--- src/rtl/rcwl_pkg.sv ---
package rcwl_pkg;

   typedef enum logic [1:0] {
      OP_START = 2'd0,
      OP_STOP  = 2'd1,
      OP_WRITE = 2'd2,
      OP_READ  = 2'd3
   } i2c_op_e;

   localparam int SIG_LEN    = 3;
   localparam int REC_HDR    = 3;
   localparam int WORD_BYTES = 4;
   localparam int WORD_W     = 8 * WORD_BYTES;
   localparam int REC_LEN    = REC_HDR + WORD_BYTES;
   localparam int NUM_REC    = 2;
   localparam int NUM_READ   = SIG_LEN + NUM_REC * REC_LEN;
   localparam int IDX_W      = $clog2(NUM_READ);

   function automatic logic [7:0] sig_byte(input int pos);
      return (pos % 2 == 1) ? 8'h55 : 8'hAA;
   endfunction

endpackage

--- src/rtl/rcwl_seq.sv ---
module rcwl_seq
   import rcwl_pkg::*;
#(
   parameter logic [6:0]  DEV_ADDR = 7'h50,
   parameter logic [15:0] MEM_ADDR = 16'h0000
) (
   input  logic             clk,
   input  logic             rst_n,
   output logic             cmd_valid,
   output i2c_op_e          cmd_op,
   output logic [7:0]       cmd_wdata,
   output logic             cmd_nack,
   input  logic             cmd_done,
   input  logic             rsp_ack,
   input  logic [7:0]       rsp_rdata,
   output logic             byte_vld,
   output logic [IDX_W-1:0] byte_idx,
   output logic [7:0]       byte_val,
   output logic             ack_fail,
   output logic             seq_end
);

   localparam int N_STEPS = 7 + NUM_READ;
   localparam int STEP_W  = $clog2(N_STEPS);
   localparam logic [STEP_W-1:0] ST_ADW   = STEP_W'(1);
   localparam logic [STEP_W-1:0] ST_MHI   = STEP_W'(2);
   localparam logic [STEP_W-1:0] ST_MLO   = STEP_W'(3);
   localparam logic [STEP_W-1:0] ST_RSTRT = STEP_W'(4);
   localparam logic [STEP_W-1:0] ST_ADR   = STEP_W'(5);
   localparam logic [STEP_W-1:0] ST_RD0   = STEP_W'(6);
   localparam logic [STEP_W-1:0] ST_LAST  = STEP_W'(6 + NUM_READ - 1);
   localparam logic [STEP_W-1:0] ST_STOP  = STEP_W'(N_STEPS - 1);

   typedef enum logic [2:0] {SQ_BOOT, SQ_ISSUE, SQ_WAIT, SQ_END, SQ_PARK} sq_state_e;

   sq_state_e         state_q;
   logic [STEP_W-1:0] step_q;

   always_comb begin
      cmd_op    = OP_READ;
      cmd_wdata = '0;
      cmd_nack  = 1'b0;
      if (step_q == '0 || step_q == ST_RSTRT) begin
         cmd_op = OP_START;
      end else if (step_q == ST_ADW) begin
         cmd_op    = OP_WRITE;
         cmd_wdata = {DEV_ADDR, 1'b0};
      end else if (step_q == ST_MHI) begin
         cmd_op    = OP_WRITE;
         cmd_wdata = MEM_ADDR[15:8];
      end else if (step_q == ST_MLO) begin
         cmd_op    = OP_WRITE;
         cmd_wdata = MEM_ADDR[7:0];
      end else if (step_q == ST_ADR) begin
         cmd_op    = OP_WRITE;
         cmd_wdata = {DEV_ADDR, 1'b1};
      end else if (step_q == ST_STOP) begin
         cmd_op = OP_STOP;
      end else begin
         cmd_op   = OP_READ;
         cmd_nack = (step_q == ST_LAST);
      end
   end

   logic fin;
   assign cmd_valid = (state_q == SQ_ISSUE);
   assign fin       = (state_q == SQ_WAIT) && cmd_done;
   assign ack_fail  = fin && (cmd_op == OP_WRITE) && !rsp_ack;
   assign byte_vld  = fin && (cmd_op == OP_READ);
   assign byte_idx  = IDX_W'(step_q - ST_RD0);
   assign byte_val  = rsp_rdata;
   assign seq_end   = (state_q == SQ_END);

   always_ff @(posedge clk or negedge rst_n) begin
      if (!rst_n) begin
         state_q <= SQ_BOOT;
         step_q  <= '0;
      end else begin
         case (state_q)
            SQ_BOOT:  state_q <= SQ_ISSUE;
            SQ_ISSUE: state_q <= SQ_WAIT;
            SQ_WAIT: begin
               if (fin) begin
                  state_q <= SQ_ISSUE;
                  if (ack_fail) begin
                     step_q <= ST_STOP;
                  end else if (step_q == ST_STOP) begin
                     state_q <= SQ_END;
                  end else begin
                     step_q <= step_q + 1'b1;
                  end
               end
            end
            SQ_END:   state_q <= SQ_PARK;
            default:  state_q <= SQ_PARK;
         endcase
      end
   end

   // an issue strobe never lasts two cycles
   assert_single_issue_R3: assert property (@(posedge clk) disable iff (!rst_n)
      cmd_valid |=> !cmd_valid);

   // a new command waits for the completion pulse
   assert_wait_done_R3: assert property (@(posedge clk) disable iff (!rst_n)
      (state_q == SQ_WAIT && !cmd_done) |=> !cmd_valid);

   // a refused write is followed directly by STOP
   assert_stop_after_refusal_R8: assert property (@(posedge clk) disable iff (!rst_n)
      ack_fail |=> (cmd_valid && cmd_op == OP_STOP));

endmodule

--- src/rtl/rcwl_parse.sv ---
module rcwl_parse
   import rcwl_pkg::*;
#(
   parameter logic [15:0] OFS_LO = 16'h0100,
   parameter logic [15:0] OFS_HI = 16'h0104
) (
   input  logic              clk,
   input  logic              rst_n,
   input  logic              byte_vld,
   input  logic [IDX_W-1:0]  byte_idx,
   input  logic [7:0]        byte_val,
   output logic [WORD_W-1:0] word_lo,
   output logic [WORD_W-1:0] word_hi,
   output logic              parse_bad
);

   localparam logic [IDX_W-1:0] SIG_END = IDX_W'(SIG_LEN);

   logic                              sig_bad_q;
   logic [NUM_REC-1:0]                rec_bad;
   logic [NUM_REC-1:0][WORD_W-1:0]    words;

   always_ff @(posedge clk or negedge rst_n) begin
      if (!rst_n) begin
         sig_bad_q <= 1'b0;
      end else if (byte_vld && byte_idx < SIG_END &&
                   byte_val != sig_byte(int'(byte_idx))) begin
         sig_bad_q <= 1'b1;
      end
   end

   for (genvar r = 0; r < NUM_REC; r++) begin : g_rec
      localparam int              BASE = SIG_LEN + r * REC_LEN;
      localparam logic [15:0]     EXP  = (r == 0) ? OFS_LO : OFS_HI;
      localparam logic [IDX_W-1:0] I_OH = IDX_W'(BASE + 1);
      localparam logic [IDX_W-1:0] I_OL = IDX_W'(BASE + 2);
      localparam logic [IDX_W-1:0] I_W0 = IDX_W'(BASE + REC_HDR);
      localparam logic [IDX_W-1:0] I_WN = IDX_W'(BASE + REC_LEN);

      logic              bad_q;
      logic [WORD_W-1:0] wq;
      logic              take;

      assign take = byte_vld && !sig_bad_q;

      always_ff @(posedge clk or negedge rst_n) begin
         if (!rst_n) begin
            bad_q <= 1'b0;
            wq    <= '0;
         end else if (take) begin
            if ((byte_idx == I_OH && byte_val != EXP[15:8]) ||
                (byte_idx == I_OL && byte_val != EXP[7:0])) begin
               bad_q <= 1'b1;
            end
            if (byte_idx >= I_W0 && byte_idx < I_WN) begin
               wq <= {wq[WORD_W-9:0], byte_val};
            end
         end
      end

      assign rec_bad[r] = bad_q;
      assign words[r]   = wq;
   end

   assign word_lo   = words[0];
   assign word_hi   = words[NUM_REC-1];
   assign parse_bad = sig_bad_q | (|rec_bad);

   // the sequencer never delivers more bytes than the image holds
   assert_idx_range_R2: assert property (@(posedge clk) disable iff (!rst_n)
      byte_vld |-> (int'(byte_idx) < NUM_READ));

   // a flagged signature freezes the assembled words
   assert_sig_freeze_R4: assert property (@(posedge clk) disable iff (!rst_n)
      sig_bad_q |=> ($stable(word_lo) && $stable(word_hi)));

endmodule

--- src/rtl/rcw_loader.sv ---
module rcw_loader
   import rcwl_pkg::*;
#(
   parameter logic [6:0]  DEV_ADDR  = 7'h50,
   parameter logic [15:0] MEM_ADDR  = 16'h0000,
   parameter logic [15:0] OFS_LO    = 16'h0100,
   parameter logic [15:0] OFS_HI    = 16'h0104,
   parameter int          BSEQ_MSB  = 23,
   parameter int          BSEQ_LSB  = 22
) (
   input  logic        clk,
   input  logic        rst_n,
   output logic        i2c_cmd_valid,
   output logic [1:0]  i2c_cmd_op,
   output logic [7:0]  i2c_cmd_wdata,
   output logic        i2c_cmd_nack,
   input  logic        i2c_cmd_done,
   input  logic        i2c_rsp_ack,
   input  logic [7:0]  i2c_rsp_rdata,
   output logic [31:0] rcw_lo,
   output logic [31:0] rcw_hi,
   output logic        load_done,
   output logic        load_err,
   output logic        hold_reset,
   output logic        boot_seq_en
);

   if (BSEQ_MSB != BSEQ_LSB + 1) begin : g_bad_field
      $error("boot field must be two adjacent bits");
   end
   if (BSEQ_MSB >= WORD_W || BSEQ_LSB < 0) begin : g_bad_range
      $error("boot field outside the word");
   end
   if (OFS_LO == OFS_HI) begin : g_bad_ofs
      $error("record offsets must differ");
   end

   i2c_op_e             seq_op;
   logic                byte_vld;
   logic [IDX_W-1:0]    byte_idx;
   logic [7:0]          byte_val;
   logic                ack_fail;
   logic                seq_end;
   logic                parse_bad;
   logic [WORD_W-1:0]   word_lo;
   logic [WORD_W-1:0]   word_hi;

   rcwl_seq #(.DEV_ADDR(DEV_ADDR), .MEM_ADDR(MEM_ADDR)) u_seq (
      .clk       (clk),
      .rst_n     (rst_n),
      .cmd_valid (i2c_cmd_valid),
      .cmd_op    (seq_op),
      .cmd_wdata (i2c_cmd_wdata),
      .cmd_nack  (i2c_cmd_nack),
      .cmd_done  (i2c_cmd_done),
      .rsp_ack   (i2c_rsp_ack),
      .rsp_rdata (i2c_rsp_rdata),
      .byte_vld  (byte_vld),
      .byte_idx  (byte_idx),
      .byte_val  (byte_val),
      .ack_fail  (ack_fail),
      .seq_end   (seq_end)
   );

   rcwl_parse #(.OFS_LO(OFS_LO), .OFS_HI(OFS_HI)) u_parse (
      .clk       (clk),
      .rst_n     (rst_n),
      .byte_vld  (byte_vld),
      .byte_idx  (byte_idx),
      .byte_val  (byte_val),
      .word_lo   (word_lo),
      .word_hi   (word_hi),
      .parse_bad (parse_bad)
   );

   assign i2c_cmd_op = seq_op;

   logic err_q, done_q, hold_q, bseq_q, commit;
   logic [WORD_W-1:0] lo_q, hi_q;

   assign commit = seq_end && !err_q && !parse_bad;

   always_ff @(posedge clk or negedge rst_n) begin
      if (!rst_n) begin
         err_q  <= 1'b0;
         done_q <= 1'b0;
         hold_q <= 1'b1;
         bseq_q <= 1'b0;
         lo_q   <= '0;
         hi_q   <= '0;
      end else begin
         if (ack_fail || parse_bad) begin
            err_q <= 1'b1;
         end
         if (commit) begin
            lo_q   <= word_lo;
            hi_q   <= word_hi;
            done_q <= 1'b1;
            hold_q <= 1'b0;
            bseq_q <= (word_hi[BSEQ_MSB:BSEQ_LSB] == 2'b10);
         end
      end
   end

   assign rcw_lo      = lo_q;
   assign rcw_hi      = hi_q;
   assign load_done   = done_q;
   assign load_err    = err_q;
   assign hold_reset  = hold_q;
   assign boot_seq_en = bseq_q;

   // the error flag never clears without reset
   assert_err_sticky_R9: assert property (@(posedge clk) disable iff (!rst_n)
      load_err |=> load_err);

   // after an outcome the words never move
   assert_words_frozen_R9: assert property (@(posedge clk) disable iff (!rst_n)
      (load_err || load_done) |=> ($stable(rcw_lo) && $stable(rcw_hi)));

   // an error keeps the chip in reset
   assert_hold_on_err_R9: assert property (@(posedge clk) disable iff (!rst_n)
      load_err |-> hold_reset);

   // release only comes with a clean completion
   assert_release_clean_R7: assert property (@(posedge clk) disable iff (!rst_n)
      $fell(hold_reset) |-> (load_done && !load_err));

   // the boot enable never precedes release
   assert_boot_after_release_R10: assert property (@(posedge clk) disable iff (!rst_n)
      boot_seq_en |-> !hold_reset);

endmodule

--- config.mk ---
export PLATFORM = sky130hd
export DESIGN_NAME = rcw_loader
export DESIGN_NICKNAME = d
export VERILOG_FILES = /design/src/rtl/rcwl_pkg.sv /design/src/rtl/rcwl_seq.sv /design/src/rtl/rcwl_parse.sv /design/src/rtl/rcw_loader.sv
export SDC_FILE = /design/constraint.sdc
export NUM_CORES = 1
export LEC_CHECK = 0
export BUFFER_PORTS_ARGS = -buffer_cell sky130_fd_sc_hd__buf_4
export CORE_MARGIN = 2
export CORE_UTILIZATION = 39
export DETAILED_ROUTE_END_ITERATION = 8
export PLACE_DENSITY = 0.67
export SLEW_MARGIN = 20
export SYNTH_ARGS = -nofsm -noshare
export SYNTH_HDL_FRONTEND = slang
export SYNTH_SLANG_ARGS = --single-unit
--- constraint.sdc ---
create_clock -name clk -period 3.4 [get_ports clk]
set_input_delay 0 -clock clk [delete_from_list [all_inputs] [get_ports clk]]
set_output_delay 0 -clock clk [all_outputs]
set_load 0.02 [all_outputs]
==> run_results.csv, run 1 <==
group,metric,value,unit
route,post_drt_wl_per_cell,16.5,um
floorplanning,start_util,39.3,%
route,drt_iter0_drc,169,
sta,rsz0062_at_grt,"false",
synth,ys.flop_type,"dfrtp_1",
worst_setup_path,worst_path_max_delay_cell,"dfrtp_1",
layout,areaGrowthSynthToFinish,25.9,%
power_and_ir_drop,ir_drop,0.346,mV
layout,nNetsFinal,525,
worst_setup_path,critPathKind,"reg -> reg",
worst_setup_path,crit_required,3.70,ns
worst_setup_path,max_stage_delay,0.52,ns
route,viasPerCell,5.12,
power_and_ir_drop,p_total,4.58,mW
synth,ys_warn_count,0,
clocking,ctsHtreeMaxLevel,4,
floorplanning,die-area,16200,um^2
placed_design,place_congestion,0.932,
synth,yosysSeqAreaShare,60.6,%
worst_setup_path,setup.worst_path.end_class,"flip-flop",
synth,ys_seq_elements,143,
worst_setup_path,crit_chain,"inv_1 > ha_1 > nor2_1 > a211oi_1 > nor3_2 > a21boi_4 > buf_12 > mux2_2",
placed_design,hpwl,7.83,mm
clocking,clock-root-buffer,"clkbuf_16",
sta,setup_tns,0,ns
sta,maxSlewViolCount,0,
worst_hold_path,hold_end,"load_err",
sta,max_freq,345,MHz
synth,synthCells,404,
synth,avgSynthCellArea,14.6,um^2
floorplanning,chipWidth,127,um
floorplanning,pin_count,92,
power_and_ir_drop,p_per_area,614,nW/um^2
grt,grt_pass1_vias,3692,
worst_hold_path,hold_class,"in -> reg",
worst_setup_path,crit_arrival,3.19,ns
layout,n_antenna_cell,0,
sta,fin_crit_sh,85.1,%
worst_setup_path,crit_family,"compound AO/OA/AOI/OAI gates",
clocking,cts_tree,"yes",
worst_setup_path,r2r-end,"u_parse.word_hi[30]",
clocking,numCtsBuffers,17,
worst_hold_path,worstHoldPathCells,5,
sta,tightest_slew,0.760,ns
route,vias,3609,
grt,grt-ovfl-total,0,
route,drc,0,
route,wl,11.6,mm
sta,fin_skew,0.00777,ns
route,ant_nets,0,
synth,synthDistinctLibCells,49,
worst_setup_path,r2r_cells,8,
sta,setup-violations-final,0,
flow_run,cap_viol_max_count,0,
synth,synth_enable_flop_cells,0,
worst_setup_path,timing.rr.start,"u_seq.step_q[1]",
clocking,clockBufferDepth,2,
worst_setup_path,r2r_slack,0.51,ns
synth,async_reset_ff_share,100,%
worst_setup_path,cp_max_fo,20,
grt,grt_max_degree,86,
placed_design,port_buffers,86,
floorplanning,core-area,15000,um^2
grt,grt_first_pass_wirelength,19.3,mm
worst_setup_path,start_kind,"flip-flop",
worst_setup_path,cp_num_buf_inv,2,
synth,synth.cell_area,5910,um^2
floorplanning,num_rows,45,
clocking,clkLatencyLatePin,0.41,ns
sta,period_needed,2.89,ns
layout,drive_above_1_share,49.7,%
worst_hold_path,hold_path.startpoint,"i2c_rsp_ack",
clocking,path_clk_slew,0.06,ns
grt,grt_usage,15.2,%
layout,fillCellCount,1273,
run_status,status,"completed",
floorplanning,die_h,127,um
grt,antenna_found_initial,0,
power_and_ir_drop,p_leak,3.82,nW
route,first_pass_iters,4,
clocking,cts.sinks,143,
sta,relSlewSlack,49.3,%
sta,hold_viol,0,
-- state kept, by name, summed over array words and instances (netlist names) --
| name | cells |
|---|---|
| boot_seq_en | 1 |
| hold_reset | 1 |
| load_done | 1 |
| load_err | 1 |
| rcw_hi | 32 |
| rcw_lo | 32 |
| u_parse.g_rec.bad_q | 2 |
| u_parse.sig_bad_q | 1 |
| u_parse.word_hi | 32 |
| u_parse.word_lo | 32 |
| u_seq.state_q | 3 |
| u_seq.step_q | 5 |
-- cell usage after synthesis, types with 2 or more instances --
cell / instances / area [um^2]
nor2_1: 10 / 37.5
a21o_1: 2 / 15.0
a21oi_1: 7 / 35.0
or2_2: 2 / 12.5
a31o_2: 2 / 17.5
nand3b_1: 2 / 15.0
nand3_1: 6 / 30.0
inv_1: 8 / 30.0
buf_4: 6 / 45.0
dfrtp_1: 142 / 3550
nor3_1: 4 / 20.0
nand2b_1: 3 / 18.8
a41o_1: 2 / 20.0
o22a_1: 2 / 17.5
nand2_1: 8 / 30.0
mux2_1: 4 / 45.0
o21ai_0: 9 / 45.0
xor2_1: 2 / 17.5
mux2_2: 124 / 1400
nor4_1: 4 / 25.0
buf_6: 4 / 45.0
ha_1: 9 / 113
nand4_1: 2 / 12.5
and3_1: 2 / 12.5
buf_2: 13 / 65.1
clkbuf_1: 2 / 7.51
-- routing by layer --
metal / wire length (um) / global-route usage (%) / vias to the layer above
met2: 5740 / 24.2 / 108
met4: 268 / 6.14 / 0
li1: - / - / 1647
met3: 557 / 4.23 / 26
met5: 0 / 0 / -
met1: 5030 / 19.9 / 1828
-- logic make-up (layout without fill, tap and decap cells) --
group           after synthesis  in the layout  share of synthesized area, %
compound gates               37             37                          4.83
buf+inv                      33            142                          3.26
other cells                   1              5                        0.0634
flops                       143            143                          60.6
mux                         128            128                          24.4
xor+xnor                      3              3                         0.445
fa+ha+maj                     9              9                          1.90
simple gates                 50             50                          4.57
-- report_power, final --
group / leakage, nW / internal (mW) / switching, mW
Combinational: 1.55 / 0.287 / 0.431
Clock: 0.304 / 1.23 / 0.680
Sequential: 1.97 / 1.79 / 0.152
Total: 3.82 / 3.31 / 1.26
-- metrics by stage --
stage	cell area, um^2	worst slack, ns	hold WS (ns)	std cells	utilization (%)
floorplan	5930	1.09	-0.296	408	-
global placement	6730	0.658	0.0925	663	44.8
detailed placement	6730	0.556	0.115	663	44.8
CTS	7450	0.517	0.000722	705	49.5
global route	7450	0.337	0.0769	705	49.5
finish	7450	0.505	0.0174	705	49.5
-- area by class of cell --
| class | instances | area, um^2 | area share [%] |
|---|---|---|---|
| Inverter | 8 | 30.0 | 0.403 |
| Sequential cell | 143 | 3580 | 48.1 |
| Multi-Input combinational cell | 232 | 2160 | 29.1 |
| Timing Repair Buffer | 102 | 820 | 11.0 |
| Clock inverter | 9 | 130 | 1.75 |
| Clock buffer | 23 | 488 | 6.55 |
| Tap cell | 188 | 235 | 3.16 |
-- cells in the final DEF, fill, tap and decap left out, drive strengths merged, types with 2 or more instances in the layout --
| cell | instances |
|---|---|
| a21boi | 2 |
| a21o | 2 |
| a21oi | 7 |
| a31o | 2 |
| a41o | 2 |
| and3 | 2 |
| buf | 92 |
| bufinv | 3 |
| clkbuf | 23 |
| clkinv | 4 |
| conb | 5 |
| dfrtp | 142 |
| dlygate4sd3 | 10 |
| ha | 9 |
| inv | 9 |
| mux2 | 128 |
| nand2 | 8 |
| nand2b | 4 |
| nand3 | 6 |
| nand3b | 2 |
| nand4 | 2 |
| nor2 | 10 |
| nor3 | 5 |
| nor4 | 4 |
| o21ai | 10 |
| o22a | 2 |
| or2 | 2 |
| xor2 | 2 |
-- how the worst max path moves through the flow --
stage                          startpoint  cells past startpoint             endpoint
after floorplan           u_seq.step_q[2]                      9   u_parse.word_hi[8]
after global placement    u_seq.step_q[0]                      7  u_parse.word_hi[31]
after detailed placement  u_seq.step_q[1]                      8  u_parse.word_hi[28]
after CTS                 u_seq.step_q[1]                      8  u_parse.word_hi[30]
after global routing      u_seq.step_q[1]                      8  u_parse.word_hi[30]
final                     u_seq.step_q[1]                      8  u_parse.word_hi[30]
-- worst reg2reg max path, cell delays in order, from the launching register on --
cell	delay (ns)
dfrtp_1	0.52
inv_1	0.19
ha_1	0.27
nor2_1	0.17
a211oi_1	0.14
nor3_2	0.38
a21boi_4	0.52
buf_12	0.24
mux2_2	0.36
-- repair_timing --
action / in CTS / in global routing
hold endpoints to repair: 104 / 0
buffers inserted: 0 / 0
hold buffers: 10 / 0
gates resized for setup: 0 / 0
Note: power is estimated with default switching activity, not from simulation.
==> run 2: changes to the inputs <==
--- a/config.mk
+++ b/config.mk
@@ -6,10 +6,13 @@
 export NUM_CORES = 1
 export LEC_CHECK = 0
 export BUFFER_PORTS_ARGS = -buffer_cell sky130_fd_sc_hd__buf_4
+export CELL_PAD_IN_SITES_DETAIL_PLACEMENT = 1
+export CELL_PAD_IN_SITES_GLOBAL_PLACEMENT = 2
 export CORE_MARGIN = 2
 export CORE_UTILIZATION = 39
 export DETAILED_ROUTE_END_ITERATION = 8
-export PLACE_DENSITY = 0.67
+export PLACE_DENSITY = 0.87
+export SKIP_CTS_REPAIR_TIMING = 1
 export SLEW_MARGIN = 20
 export SYNTH_ARGS = -nofsm -noshare
 export SYNTH_HDL_FRONTEND = slang
==> run 2 against run 1 <==
Compared with the run above: maximum frequency fell by 7.2%; highest routed layer unchanged; critical path depth fell by 1; die area did not move; critical path type unchanged; register-to-register slack got worse by 0.23 ns; non-clock buffer count fell by 2; critical endpoint is now u_parse.word_hi[10]; largest power group is now the clock network.
==> run_results.csv, run 2 (synthesis gave the netlist of run 1 again) <==
group,metric,value,unit
route,ant_nets,0,
layout,fillCellCount,1473,
worst_setup_path,setup.worst_path.end_class,"flip-flop",
worst_setup_path,r2r_slack,0.28,ns
sta,fin_crit_sh,91.8,%
power_and_ir_drop,p_leak,3.82,nW
clocking,clock-root-buffer,"clkbuf_16",
run_status,status,"completed",
grt,use_met1,20.1,%
worst_setup_path,crit_arrival,3.42,ns
layout,regArea,3580,um^2
worst_setup_path,critPathKind,"reg -> reg",
clocking,cts_tree,"yes",
power_and_ir_drop,ir_drop,0.361,mV
power_and_ir_drop,p_total,4.61,mW
route,wl,12.3,mm
sta,rsz0062_at_grt,"false",
floorplanning,die-area,16200,um^2
route,drt_iter0_drc,144,
worst_setup_path,cp_max_fo,32,
route,first_pass_iters,4,
route,vias,3545,
worst_hold_path,hold_class,"in -> reg",
worst_setup_path,r2r-end,"u_parse.word_hi[10]",
placed_design,dpl-instance-area,6700,um^2
floorplanning,die_h,127,um
layout,nNetsFinal,523,
worst_setup_path,cp-endpoint,"u_parse.word_hi[10]",
layout,n_antenna_cell,0,
layout,final_common_cell,"dfrtp_1",
sta,period_needed,3.12,ns
worst_setup_path,start_kind,"flip-flop",
placed_design,port_buffers,86,
layout,areaGrowthSynthToFinish,25.8,%
grt,grt_max_degree,89,
floorplanning,num_rows,45,
clocking,path_clk_slew,0.06,ns
floorplanning,core-area,15000,um^2
sta,hold_viol,0,
layout,final_cell_mix,"dfrtp_1, mux2_2, buf_4, clkbuf_16",
sta,maxSlewViolCount,0,
power_and_ir_drop,p_per_area,620,nW/um^2
layout,fin_area,7440,um^2
sta,fin_skew,0.00751,ns
worst_setup_path,crit_required,3.70,ns
floorplanning,chipWidth,127,um
layout,drive_above_1_share,49.7,%
grt,grt_pass1_vias,3689,
floorplanning,pin_count,92,
flow_run,cap_viol_max_count,0,
sta,setup-violations-final,0,
grt,grt-busiest-layer,"met2",
clocking,ctsHtreeMaxLevel,4,
sta,relSlewSlack,33.4,%
grt,grt_first_pass_wirelength,20.1,mm
sta,max_freq,321,MHz
layout,multiInputGateArea,2170,um^2
route,drc,0,
worst_setup_path,timing.rr.start,"u_seq.step_q[0]",
sta,tightest_slew,0.996,ns
placed_design,place_congestion,0.823,
clocking,numCtsBuffers,17,
clocking,clkLatencyLatePin,0.42,ns
placed_design,hpwl,8.38,mm
worst_setup_path,r2r_cells,7,
route,viasPerCell,5.04,
floorplanning,start_util,39.3,%
grt,grt-ovfl-total,0,
grt,met2_usage,26.9,%
route,post_drt_wl_per_cell,17.5,um
sta,setup_tns,0,ns
clocking,clockBufferDepth,2,
worst_setup_path,cp-startpoint,"u_seq.step_q[0]",
grt,grt_usage,16.0,%
grt,use_met3,4.56,%
grt,antenna_found_initial,0,
layout,final_util,49.5,%
clocking,cts.sinks,143,
[run 2: cell types whose count changed in the layout (fill, tap and decap cells not counted), sizes merged]
cell | previous run | this run
buf | 92 | 90
clkbuf | 23 | 24
clkinv | 4 | 3
[run 2: worst max-delay path, stage by stage (launching register included)]
cell      delay (ns)
dfrtp_1         0.53
inv_1           0.16
ha_1            0.26
o21bai_1        0.18
a211oi_1        0.15
nor3_2          0.40
a21boi_4        0.87
mux2_2          0.44
[run 2: area by class of cell]
class / count / area share, %
clock buffers: 24 / 6.88
clock inverters: 8 / 1.68
inverters: 8 / 0.404
multi-input cells: 232 / 29.1
flip-flops and latches: 143 / 48.1
well taps: 188 / 3.16
repair buffers: 100 / 10.6
[run 2: how the worst min path moves through the flow]
stage,startpoint,end,cells past startpoint,slack [ns]
detailed placement,rst_n,load_done,1,0.12
finish,i2c_rsp_ack,load_err,5,0.04
global route,i2c_rsp_ack,load_err,5,0.08
CTS,rst_n,load_done,1,-0.32
floorplan,rst_n,boot_seq_en,0,-0.30
global placement,rst_n,u_parse.word_lo[31],1,0.10
[run 2: power by group]
group	switching, mW	internal, mW
Sequential	0.154	1.79
Clock	0.686	1.27
Combinational	0.424	0.283
[run 2: metrics by stage]
stage | hold WS, ns | std cells | setup slack (ns)
global placement | 0.103 | 661 | 0.419
CTS | -0.325 | 693 | 0.250
finish | 0.0378 | 703 | 0.280
floorplan | -0.296 | 408 | 1.09
global route | 0.0762 | 703 | 0.0435
detailed placement | 0.123 | 661 | 0.271
[run 2: metal layers]
layer	vias to the layer above	wire length, um	share of wire (%)
li1	1630	-	-
met1	1841	5340	43
met2	61	6430	52
met3	13	375	3.0
met4	0	161	1.3
met5	-	0	0
